### config.mk
export PLATFORM = sky130hd
export DESIGN_NAME = keyed_wdt
export DESIGN_NICKNAME = d
export VERILOG_FILES = /design/src/rtl/wdt_pkg.sv /design/src/rtl/wdt_regs.sv /design/src/rtl/wdt_timer.sv /design/src/rtl/wdt_status.sv /design/src/rtl/keyed_wdt.sv
export SDC_FILE = /design/constraint.sdc
export NUM_CORES = 1
export LEC_CHECK = 0
export CAP_MARGIN = 0
export CORE_MARGIN = 5
export CORE_UTILIZATION = 38
export DETAILED_ROUTE_END_ITERATION = 7
export GPL_TIMING_DRIVEN = 0
export PLACE_DENSITY_LB_ADDON = 0.25
export SLEW_MARGIN = 20
export SYNTH_ARGS = -nofsm -noshare
export SYNTH_HDL_FRONTEND = slang
export SYNTH_SLANG_ARGS = --single-unit
### constraint.sdc
create_clock -name clk -period 7.4 [get_ports clk]
set_input_delay 1.11 -clock clk [delete_from_list [all_inputs] [get_ports clk]]
set_output_delay 1.11 -clock clk [all_outputs]
set_load 0.05 [all_outputs]
### src/rtl/wdt_pkg.sv
package wdt_pkg;

    localparam int DATA_W        = 32;
    localparam int BE_W          = DATA_W / 8;
    localparam int PRESCALE_LOG2 = 5;
    localparam int PS_W          = 5;
    localparam int CS_W          = 2;

    localparam logic [15:0] KICK_KEY = 16'h5743;

    localparam int OFF_CTRL     = 'h00;
    localparam int OFF_CTRL_CLR = 'h04;
    localparam int OFF_CTRL_SET = 'h08;
    localparam int OFF_STAT     = 'h10;
    localparam int OFF_STAT_CLR = 'h14;

    localparam int RUN_BIT  = 15;
    localparam int PS_LO    = 8;
    localparam int CS_LO    = 6;
    localparam int WIN_BIT  = 0;
    localparam int ST_IDLE  = 2;
    localparam int ST_SLEEP = 3;
    localparam int ST_TMO   = 4;

    typedef struct packed {
        logic            run;
        logic [PS_W-1:0] ps;
        logic [CS_W-1:0] cs;
        logic            win;
    } ctrl_t;

    typedef struct packed {
        logic tmo;
        logic sleep;
        logic idle;
    } stat_t;

    function automatic logic [DATA_W-1:0] pack_ctrl(input ctrl_t c);
        logic [DATA_W-1:0] w;
        w                 = '0;
        w[RUN_BIT]        = c.run;
        w[PS_LO +: PS_W]  = c.ps;
        w[CS_LO +: CS_W]  = c.cs;
        w[WIN_BIT]        = c.win;
        return w;
    endfunction

    function automatic ctrl_t unpack_ctrl(input logic [DATA_W-1:0] w);
        ctrl_t c;
        c.run = w[RUN_BIT];
        c.ps  = w[PS_LO +: PS_W];
        c.cs  = w[CS_LO +: CS_W];
        c.win = w[WIN_BIT];
        return c;
    endfunction

    function automatic logic [DATA_W-1:0] pack_stat(input stat_t s);
        logic [DATA_W-1:0] w;
        w           = '0;
        w[ST_TMO]   = s.tmo;
        w[ST_SLEEP] = s.sleep;
        w[ST_IDLE]  = s.idle;
        return w;
    endfunction

endpackage

### src/rtl/wdt_regs.sv
module wdt_regs
    import wdt_pkg::*;
#(
    parameter int ADDR_W = 5
) (
    input  logic              clk,
    input  logic              rst,
    input  logic              req,
    input  logic              we,
    input  logic [ADDR_W-1:0] addr,
    input  logic [BE_W-1:0]   be,
    input  logic [DATA_W-1:0] wdata,
    input  stat_t             stat_i,
    output ctrl_t             ctrl_o,
    output logic              kick_o,
    output logic [2:0]        stat_clr_o,
    output logic [DATA_W-1:0] rdata_o
);

    ctrl_t             ctrl_q, ctrl_d;
    logic              lock_q, lock_d;
    logic              wr_ok;
    logic [DATA_W-1:0] lane_mask, cur_w, nxt_w, wmask;

    for (genvar g = 0; g < BE_W; g++) begin : g_lane
        assign lane_mask[8*g +: 8] = {8{be[g]}};
    end

    assign wr_ok = req && we && !lock_q;
    assign cur_w = pack_ctrl(ctrl_q);
    assign wmask = wdata & lane_mask;

    always_comb begin
        nxt_w = cur_w;
        if (wr_ok) begin
            case (addr)
                ADDR_W'(OFF_CTRL):     nxt_w = (cur_w & ~lane_mask) | wmask;
                ADDR_W'(OFF_CTRL_CLR): nxt_w = cur_w & ~wmask;
                ADDR_W'(OFF_CTRL_SET): nxt_w = cur_w | wmask;
                default:               nxt_w = cur_w;
            endcase
        end
        ctrl_d = unpack_ctrl(nxt_w);
        lock_d = wr_ok && ctrl_q.run && !ctrl_d.run;
    end

    assign kick_o = wr_ok && (addr == ADDR_W'(OFF_CTRL)) && (be[BE_W-1 -: 2] == 2'b11)
                    && (wdata[DATA_W-1 -: 16] == KICK_KEY);

    assign stat_clr_o = (wr_ok && (addr == ADDR_W'(OFF_STAT_CLR)) && be[0])
                        ? wdata[ST_TMO:ST_IDLE] : 3'b000;

    always_ff @(posedge clk) begin
        if (rst) begin
            ctrl_q <= '0;
            lock_q <= 1'b0;
        end else begin
            ctrl_q <= ctrl_d;
            lock_q <= lock_d;
        end
    end

    always_comb begin
        rdata_o = '0;
        if (req && !we && !lock_q) begin
            case (addr)
                ADDR_W'(OFF_CTRL),
                ADDR_W'(OFF_CTRL_CLR),
                ADDR_W'(OFF_CTRL_SET): rdata_o = cur_w;
                ADDR_W'(OFF_STAT),
                ADDR_W'(OFF_STAT_CLR): rdata_o = pack_stat(stat_i);
                default:               rdata_o = '0;
            endcase
        end
    end

    assign ctrl_o = ctrl_q;

    // lockout cycle freezes the control word
    a_r10_lock_freeze: assert property (@(posedge clk) disable iff (rst)
        lock_q |=> $stable(ctrl_q));

    // lockout follows a falling run bit
    a_r10_lock_after_stop: assert property (@(posedge clk) disable iff (rst)
        lock_q |-> !ctrl_q.run);

endmodule

### src/rtl/wdt_timer.sv
module wdt_timer
    import wdt_pkg::*;
#(
    parameter int PRE_LOG2 = PRESCALE_LOG2,
    parameter int PSW      = PS_W
) (
    input  logic           clk,
    input  logic           rst,
    input  logic           run_i,
    input  logic [PSW-1:0] ps_i,
    input  logic           kick_i,
    output logic           expire_o,
    output logic           rst_req_o
);

    localparam int CNT_W = 2 ** PSW;

    logic [PRE_LOG2-1:0] pre_q;
    logic [CNT_W-1:0]    cnt_q, term_m1;
    logic                tick, rst_q;

    assign tick     = &pre_q;
    assign term_m1  = (CNT_W'(1) << ps_i) - CNT_W'(1);
    assign expire_o = run_i && !kick_i && tick && (cnt_q == term_m1);

    always_ff @(posedge clk) begin
        if (rst || !run_i || kick_i || expire_o) begin
            pre_q <= '0;
            cnt_q <= '0;
        end else begin
            pre_q <= pre_q + 1'b1;
            if (tick) cnt_q <= cnt_q + 1'b1;
        end
        rst_q <= rst ? 1'b0 : expire_o;
    end

    assign rst_req_o = rst_q;

    // request is a single-cycle pulse
    a_r4_single_pulse: assert property (@(posedge clk) disable iff (rst)
        rst_q |=> !rst_q);

    // no request while stopped
    a_r7_quiet_when_off: assert property (@(posedge clk) disable iff (rst)
        !run_i |=> !rst_q);

    // a key write restarts both stages
    a_r5_kick_restart: assert property (@(posedge clk) disable iff (rst)
        kick_i |=> (pre_q == '0 && cnt_q == '0));

endmodule

### src/rtl/wdt_status.sv
module wdt_status
    import wdt_pkg::*;
(
    input  logic       clk,
    input  logic       rst,
    input  logic       set_i,
    input  logic       idle_i,
    input  logic       sleep_i,
    input  logic [2:0] clr_i,
    output stat_t      stat_o
);

    stat_t stat_q, stat_d;

    always_comb begin
        stat_d = stat_t'(stat_q & ~stat_t'(clr_i));
        if (set_i) begin
            stat_d.tmo   = 1'b1;
            stat_d.idle  = stat_d.idle  | idle_i;
            stat_d.sleep = stat_d.sleep | sleep_i;
        end
    end

    always_ff @(posedge clk) begin
        if (rst) stat_q <= '0;
        else     stat_q <= stat_d;
    end

    assign stat_o = stat_q;

    // timeout flag is sticky
    a_r8_sticky: assert property (@(posedge clk) disable iff (rst)
        (stat_q.tmo && !clr_i[2]) |=> stat_q.tmo);

    // clear without a coincident timeout drops the flag
    a_r9_clear: assert property (@(posedge clk) disable iff (rst)
        (clr_i[2] && !set_i) |=> !stat_q.tmo);

endmodule

### src/rtl/keyed_wdt.sv
module keyed_wdt
    import wdt_pkg::*;
#(
    parameter int ADDR_W = 5
) (
    input  logic              clk,
    input  logic              rst,
    input  logic              bus_req,
    input  logic              bus_we,
    input  logic [ADDR_W-1:0] bus_addr,
    input  logic [3:0]        bus_be,
    input  logic [31:0]       bus_wdata,
    input  logic              idle_i,
    input  logic              sleep_i,
    output logic [31:0]       bus_rdata,
    output logic              wdt_rst_o
);

    ctrl_t      ctrl;
    stat_t      stat;
    logic       kick, expire;
    logic [2:0] stat_clr;

    wdt_regs #(.ADDR_W(ADDR_W)) u_regs (
        .clk        (clk),
        .rst        (rst),
        .req        (bus_req),
        .we         (bus_we),
        .addr       (bus_addr),
        .be         (bus_be),
        .wdata      (bus_wdata),
        .stat_i     (stat),
        .ctrl_o     (ctrl),
        .kick_o     (kick),
        .stat_clr_o (stat_clr),
        .rdata_o    (bus_rdata)
    );

    wdt_timer #(.PRE_LOG2(PRESCALE_LOG2), .PSW(PS_W)) u_timer (
        .clk       (clk),
        .rst       (rst),
        .run_i     (ctrl.run),
        .ps_i      (ctrl.ps),
        .kick_i    (kick),
        .expire_o  (expire),
        .rst_req_o (wdt_rst_o)
    );

    wdt_status u_status (
        .clk     (clk),
        .rst     (rst),
        .set_i   (expire),
        .idle_i  (idle_i),
        .sleep_i (sleep_i),
        .clr_i   (stat_clr),
        .stat_o  (stat)
    );

    // every request is accompanied by the sticky flag
    a_r8_flag_with_pulse: assert property (@(posedge clk) disable iff (rst)
        wdt_rst_o |-> stat.tmo);

    // upper half always reads zero
    a_r2_upper_zero: assert property (@(posedge clk) disable iff (rst)
        bus_rdata[31:16] == 16'h0000);

endmodule

### Word-level counts from Yosys, hierarchy flattened

Cells that the tools add are included.

* memory bits (read-only): 0
* register bits: 51
* bits of input ports: 47
* memories: 0
* bits in latches: 0
* logic and storage cells: 67
* bits in writable memories: 0

* bitwise gates (word level): 11
* add/subtract/negate cells: 3
* order comparisons: 0
* reductions and logical operators: 28
* $mul: 0
* equal/unequal tests: 7
* shifts and indexed selects: 1
* div/mod/pow operators: 0
* mux-type cells: 6

Operators by type and width (number)
* $and 16x16->16: 3
* $pmux 16 s3: 1
* $add 32x1->32 const B: 1
* $eq 32x32->1: 1
* $mux 32: 1
* $not 16->16: 2
* $or 16x16->16: 2
* $pmux 16 s2: 1
* $shl 1x5->32 const A: 1
* $sub 32x2->32 const B: 1
* $eq 16x15->1 const B: 1
* $mux 16: 1
* $logic_and 1x1->1: 14
* $eq 5x5->1 const B: 2
* $mux 3: 2
* $add 5x1->5 const B: 1
* $eq 5x3->1 const B: 1
* $eq 5x4->1 const B: 1
* $logic_not 1->1: 5
* $logic_not 5->1: 1
* $reduce_and 5->1: 1
* $and 3x3->3: 1
* $logic_or 1x1->1: 3
* $not 3->3: 1
* 6 further kinds: 7

### Depth between registers and ports, before layout

* depth in word-level cells: 10
* gate-level depth with buffers: 16

### Cells and area by module

Synthesis repeated with hierarchy kept, for this count alone.

* cell total of the unflattened synthesis: 511
* area total of the unflattened synthesis: 4017.6 µm²

Modules (own cells, without submodules)
* wdt_timer: seq. area each 760.7 µm², instances 1, cells each 378, area an instance 2912.8 µm²
* wdt_regs: seq. area each 200.2 µm², instances 1, cells each 121, area an instance 999.7 µm²
* wdt_status: seq. area each 60.1 µm², instances 1, cells each 12, area an instance 105.1 µm²

### Worst setup path before layout

Ideal clock, no wire load.

* path type: in2out
* start point: in bus_addr[2]
* end point: out bus_rdata[10]
* cell stages on the path: 2
* required time: 6.290 ns
* path buffers: 0
* setup slack: 3.605 ns
* data arrival time: 2.685 ns
* cells stage by stage: a2111o_1 > nor3_1

* cells in the longest elaborated chain, start to end: 4

RTL lines
* start: declaration: RTL line keyed_wdt.sv:10 `input logic [ADDR_W-1:0] bus_addr,`
* $eq 5x3->1, or another cell as far along: RTL line wdt_regs.sv:66 `case (addr)`
* $reduce_or 3->1 or $reduce_or 2->1 (tied branches): RTL line wdt_regs.sv:66
* $pmux 16 s2 (*): RTL line wdt_regs.sv:66
* $mux 32 (*): RTL line wdt_regs.sv:65 `if (req && !we && !lock_q) begin`
* end: declaration: RTL line keyed_wdt.sv:15 `output logic [31:0] bus_rdata,`

Every way passes the cells marked *; elsewhere a longest branch is shown, timed or not.

### Final worst setup path

* start point: reg u_regs.ctrl_q (netlist bit u_regs.ctrl_o[7])
* end point: reg u_timer.cnt_q[28]

* cells in the longest elaborated chain, start to end: 5

RTL lines
* start: declaration: RTL line wdt_regs.sv:20 `ctrl_t ctrl_q, ctrl_d;`
* start signal: assignment: RTL line wdt_regs.sv:58 `ctrl_q <= ctrl_d;`
* $shl 1x5->32: RTL line wdt_timer.sv:23 `assign term_m1 = (CNT_W'(1) << ps_i) - CNT_W'(1);`
* $sub 32x2->32: RTL line wdt_timer.sv:23
* $eq 32x32->1: RTL line wdt_timer.sv:24 `assign expire_o = run_i && !kick_i && tick && (cnt_q == term_m1);`
* $logic_and 1x1->1: RTL line wdt_timer.sv:24
* $logic_or 1x1->1: RTL line wdt_timer.sv:27 `if (rst || !run_i || kick_i || expire_o) begin`
* end signal: assignment: RTL line wdt_timer.sv:32 `if (tick) cnt_q <= cnt_q + 1'b1;`
* end: declaration: RTL line wdt_timer.sv:19 `logic [CNT_W-1:0] cnt_q, term_m1;`

Every way passes these cells.
A chain may end at the register's enable or synchronous reset.

==> out/qor.txt <==
Hold Fails Final Rpt: 0
Compound-Gate Fraction of Synth Area: 16.4%
WS Path Type: register to register
Max VDD drop: 0.105 mV
Ports: 80
DR pass1 iterations: 5
Slew @ Worst Pin: 0.952 ns
CTS Buffer Depth: 2
Endpoint class of the critical path: register
Area share of xor/xnor cells in the synthesized design: 11.8%
Vias in the first global route: 4,042
# rows: 38
Post-CTS Resized: 0
Die area: 13,000 um^2
Setup violators final: 0
Mux cell area share after synthesis: 0.242%
I/O Buffers: 55
Netlist Area Pre-Place: 4130 um^2
Clock skew: 0.0151 ns
Setup TNS: 0 ns
Die W: 114 um
Post-Synth Simple-Gate Area: 36.9%
Area of the core: 10,700 um^2
Initial core utilization: 38.4%
Clk sink count: 51
Req. time, crit path: 7.60 ns
Share of layout cells above drive strength 1: 12.1%
Synth cell types: 72
Post-synth EDFFs: 0
Total number of vias: 4,182
Worst hold start: u_status.stat_o[2]
Post-synthesis sequential area ratio: 24.7%
Post-Route WL: 13,200 um
Routability cong.: 0.910
CTS Hold Bufs: 0
Crit path launch: u_regs.ctrl_o[7]
Cts bufs inserted: 5
Dpl ws: 2.92 ns
Routed WL per cell: 18.0 um
Total Routing Usage GR: 20.5%
Commonest non-fill, non-tap cell in the layout: clkdlybuf4s50_1
Worst relative slew slack: 36.0%
Synthesized area per cell: 8.00 um^2
# Post-CTS Setup Buffers: 0
RSZ-0062 raised after global routing: no
HPWL Detailed: 10,200 um
Post-route clock period utilization: 61.0%
Total grt overflow: 0
Main synth FF type: dfxtp_1
Clock transition at path regs: 0.10 ns
Post-synthesis register bit count: 51
Launch point of the worst reg-to-reg path: u_regs.ctrl_o[7]
HP Class: register to register
CTS root buffer: clkbuf_8
Min Tclk post-route: 4.52 ns
Final worst setup slack: 2.88 ns
Post-Synth Adder-Cell Area: 1.21%
Async SR Flop Fraction: 0%
Largest net degree at the start of global routing: 16
LEAKAGE: 1.75 nW
F_max: 221 MHz
Number of max-cap violations: 0
Synth Warn #: 0
Via-per-instance ratio: 5.67
Pwr/cell area: 112 nW/um^2
Main combinational cell family by area after synthesis: simple AND/OR/NAND/NOR gates
Die boundary height: 114 um
Worst-Skew Late Latency: 0.34 ns
Final Power: 0.563 mW
Worst EP arrival: 4.71 ns
Worst setup SP type: register
Area delta synth->final: 21.9%
Drt drc: 0
Fill count: 1,112
CTS HTree Levels: 2
CTS tree: done
Slew Limit Fails: 0
Initial antenna violation count: 0
Post-Syn Instances: 516
Nets: 648
Most frequent cells in the layout: 55 x clkdlybuf4s50_1, 51 x dfxtp_1, 37 x xnor2_1
Status: finished clean
Post-layout util: 46.8%
Starting DRT DRC Count: 283
DRT antenna net count: 0
First-pass GRT wire length: 21,200 um
Antenna cells: 0
Crit-path max FO: 10
[through the flow]
step	hold slack, ns	cell area (um^2)	instances
floorplan	0.428	4200	535
global placement	0.440	4920	730
detailed placement	0.452	4920	730
CTS	0.464	5030	737
global route	0.490	5030	737
finish	0.459	5030	737
[synthesized netlist by cell type, types with 6 or more instances]
cell type	instances	area share [%]
nor4b_1	6	1.3
a211oi_1	9	1.6
dfxtp_1	51	25
and3_1	8	1.2
and2_1	14	2.1
nor4_1	9	1.4
xor2_1	16	3.4
nand3_1	21	2.5
and4_1	6	1.3
nor3_1	25	3.0
o21ai_0	15	1.8
nor2_1	18	1.6
nand4_1	15	2.3
nand3b_1	6	1.1
nor3_2	19	4.6
nand2_1	36	3.3
inv_1	8	0.73
buf_4	20	3.6
nor3b_1	15	2.7
clkbuf_1	17	1.5
or3_1	7	1.1
xnor2_1	37	7.9
nor2b_1	10	1.5
buf_2	12	1.5
a21oi_1	27	3.3
[state kept, by name (all words and copies together), names as in the netlist]
| register | count |
|---|---|
| u_timer.rst_req_o | 1 |
| u_timer.pre_q | 5 |
| u_timer.cnt_q | 32 |
| u_regs.ctrl_o | 9 |
| u_status.stat_o | 3 |
| u_regs.lock_q | 1 |
[layer usage]
layer / vias up / track usage, % / share of wire [%]
li1: 2021 / - / -
met4: 0 / 6.57 / 2.0
met2: 144 / 34.5 / 48
met1: 1995 / 26.3 / 43
met5: - / 0 / 0
met3: 22 / 4.23 / 7.0
[report_power, final]
part,switching [mW],internal (mW)
Combinational,0.0461,0.0388
Sequential,0.000289,0.275
Clock,0.105,0.0990
[worst max-delay path: stages (launching register included)]
cell	delay (ns)
dfxtp_1	0.47
buf_2	0.25
inv_1	0.11
clkbuf_1	0.28
nand3_1	0.19
ha_1	0.16
clkbuf_1	0.33
clkbuf_1	0.39
buf_2	0.33
o21ai_0	0.16
xor3_1	0.40
nand4b_1	0.20
nor4b_4	0.76
buf_6	0.26
nor3_2	0.06
[worst paths after layout]
check / endpoint / slack, ns / cells past startpoint
max: u_timer.cnt_q[28] / 2.88 / 14
min: u_status.stat_o[2] / 0.46 / 2
max reg2reg: u_timer.cnt_q[28] / 2.88 / 14
min reg2reg: u_status.stat_o[2] / 0.46 / 2
[cell type report]
cell class	count	area, um^2	share of cell area (%)
Tap cell	140	175	3.48
Inverter	8	30.0	0.597
Timing Repair Buffer	55	551	10.9
Buffer	57	327	6.49
Multi-Input combinational cell	419	2820	56.1
Sequential cell	51	1020	20.3
Clock inverter	2	37.5	0.746
Clock buffer	5	68.8	1.37
[kinds of logic (layout without fill, tap and decap cells)]
logic type	after synthesis	count (layout)
compound gates	98	98
xor+xnor	54	54
fa+ha+maj	4	4
buf+inv	65	127
flops	51	51
mux	1	1
other cells	1	20
simple gates	242	242
No activity file was read; power rests on OpenSTA's default activity.
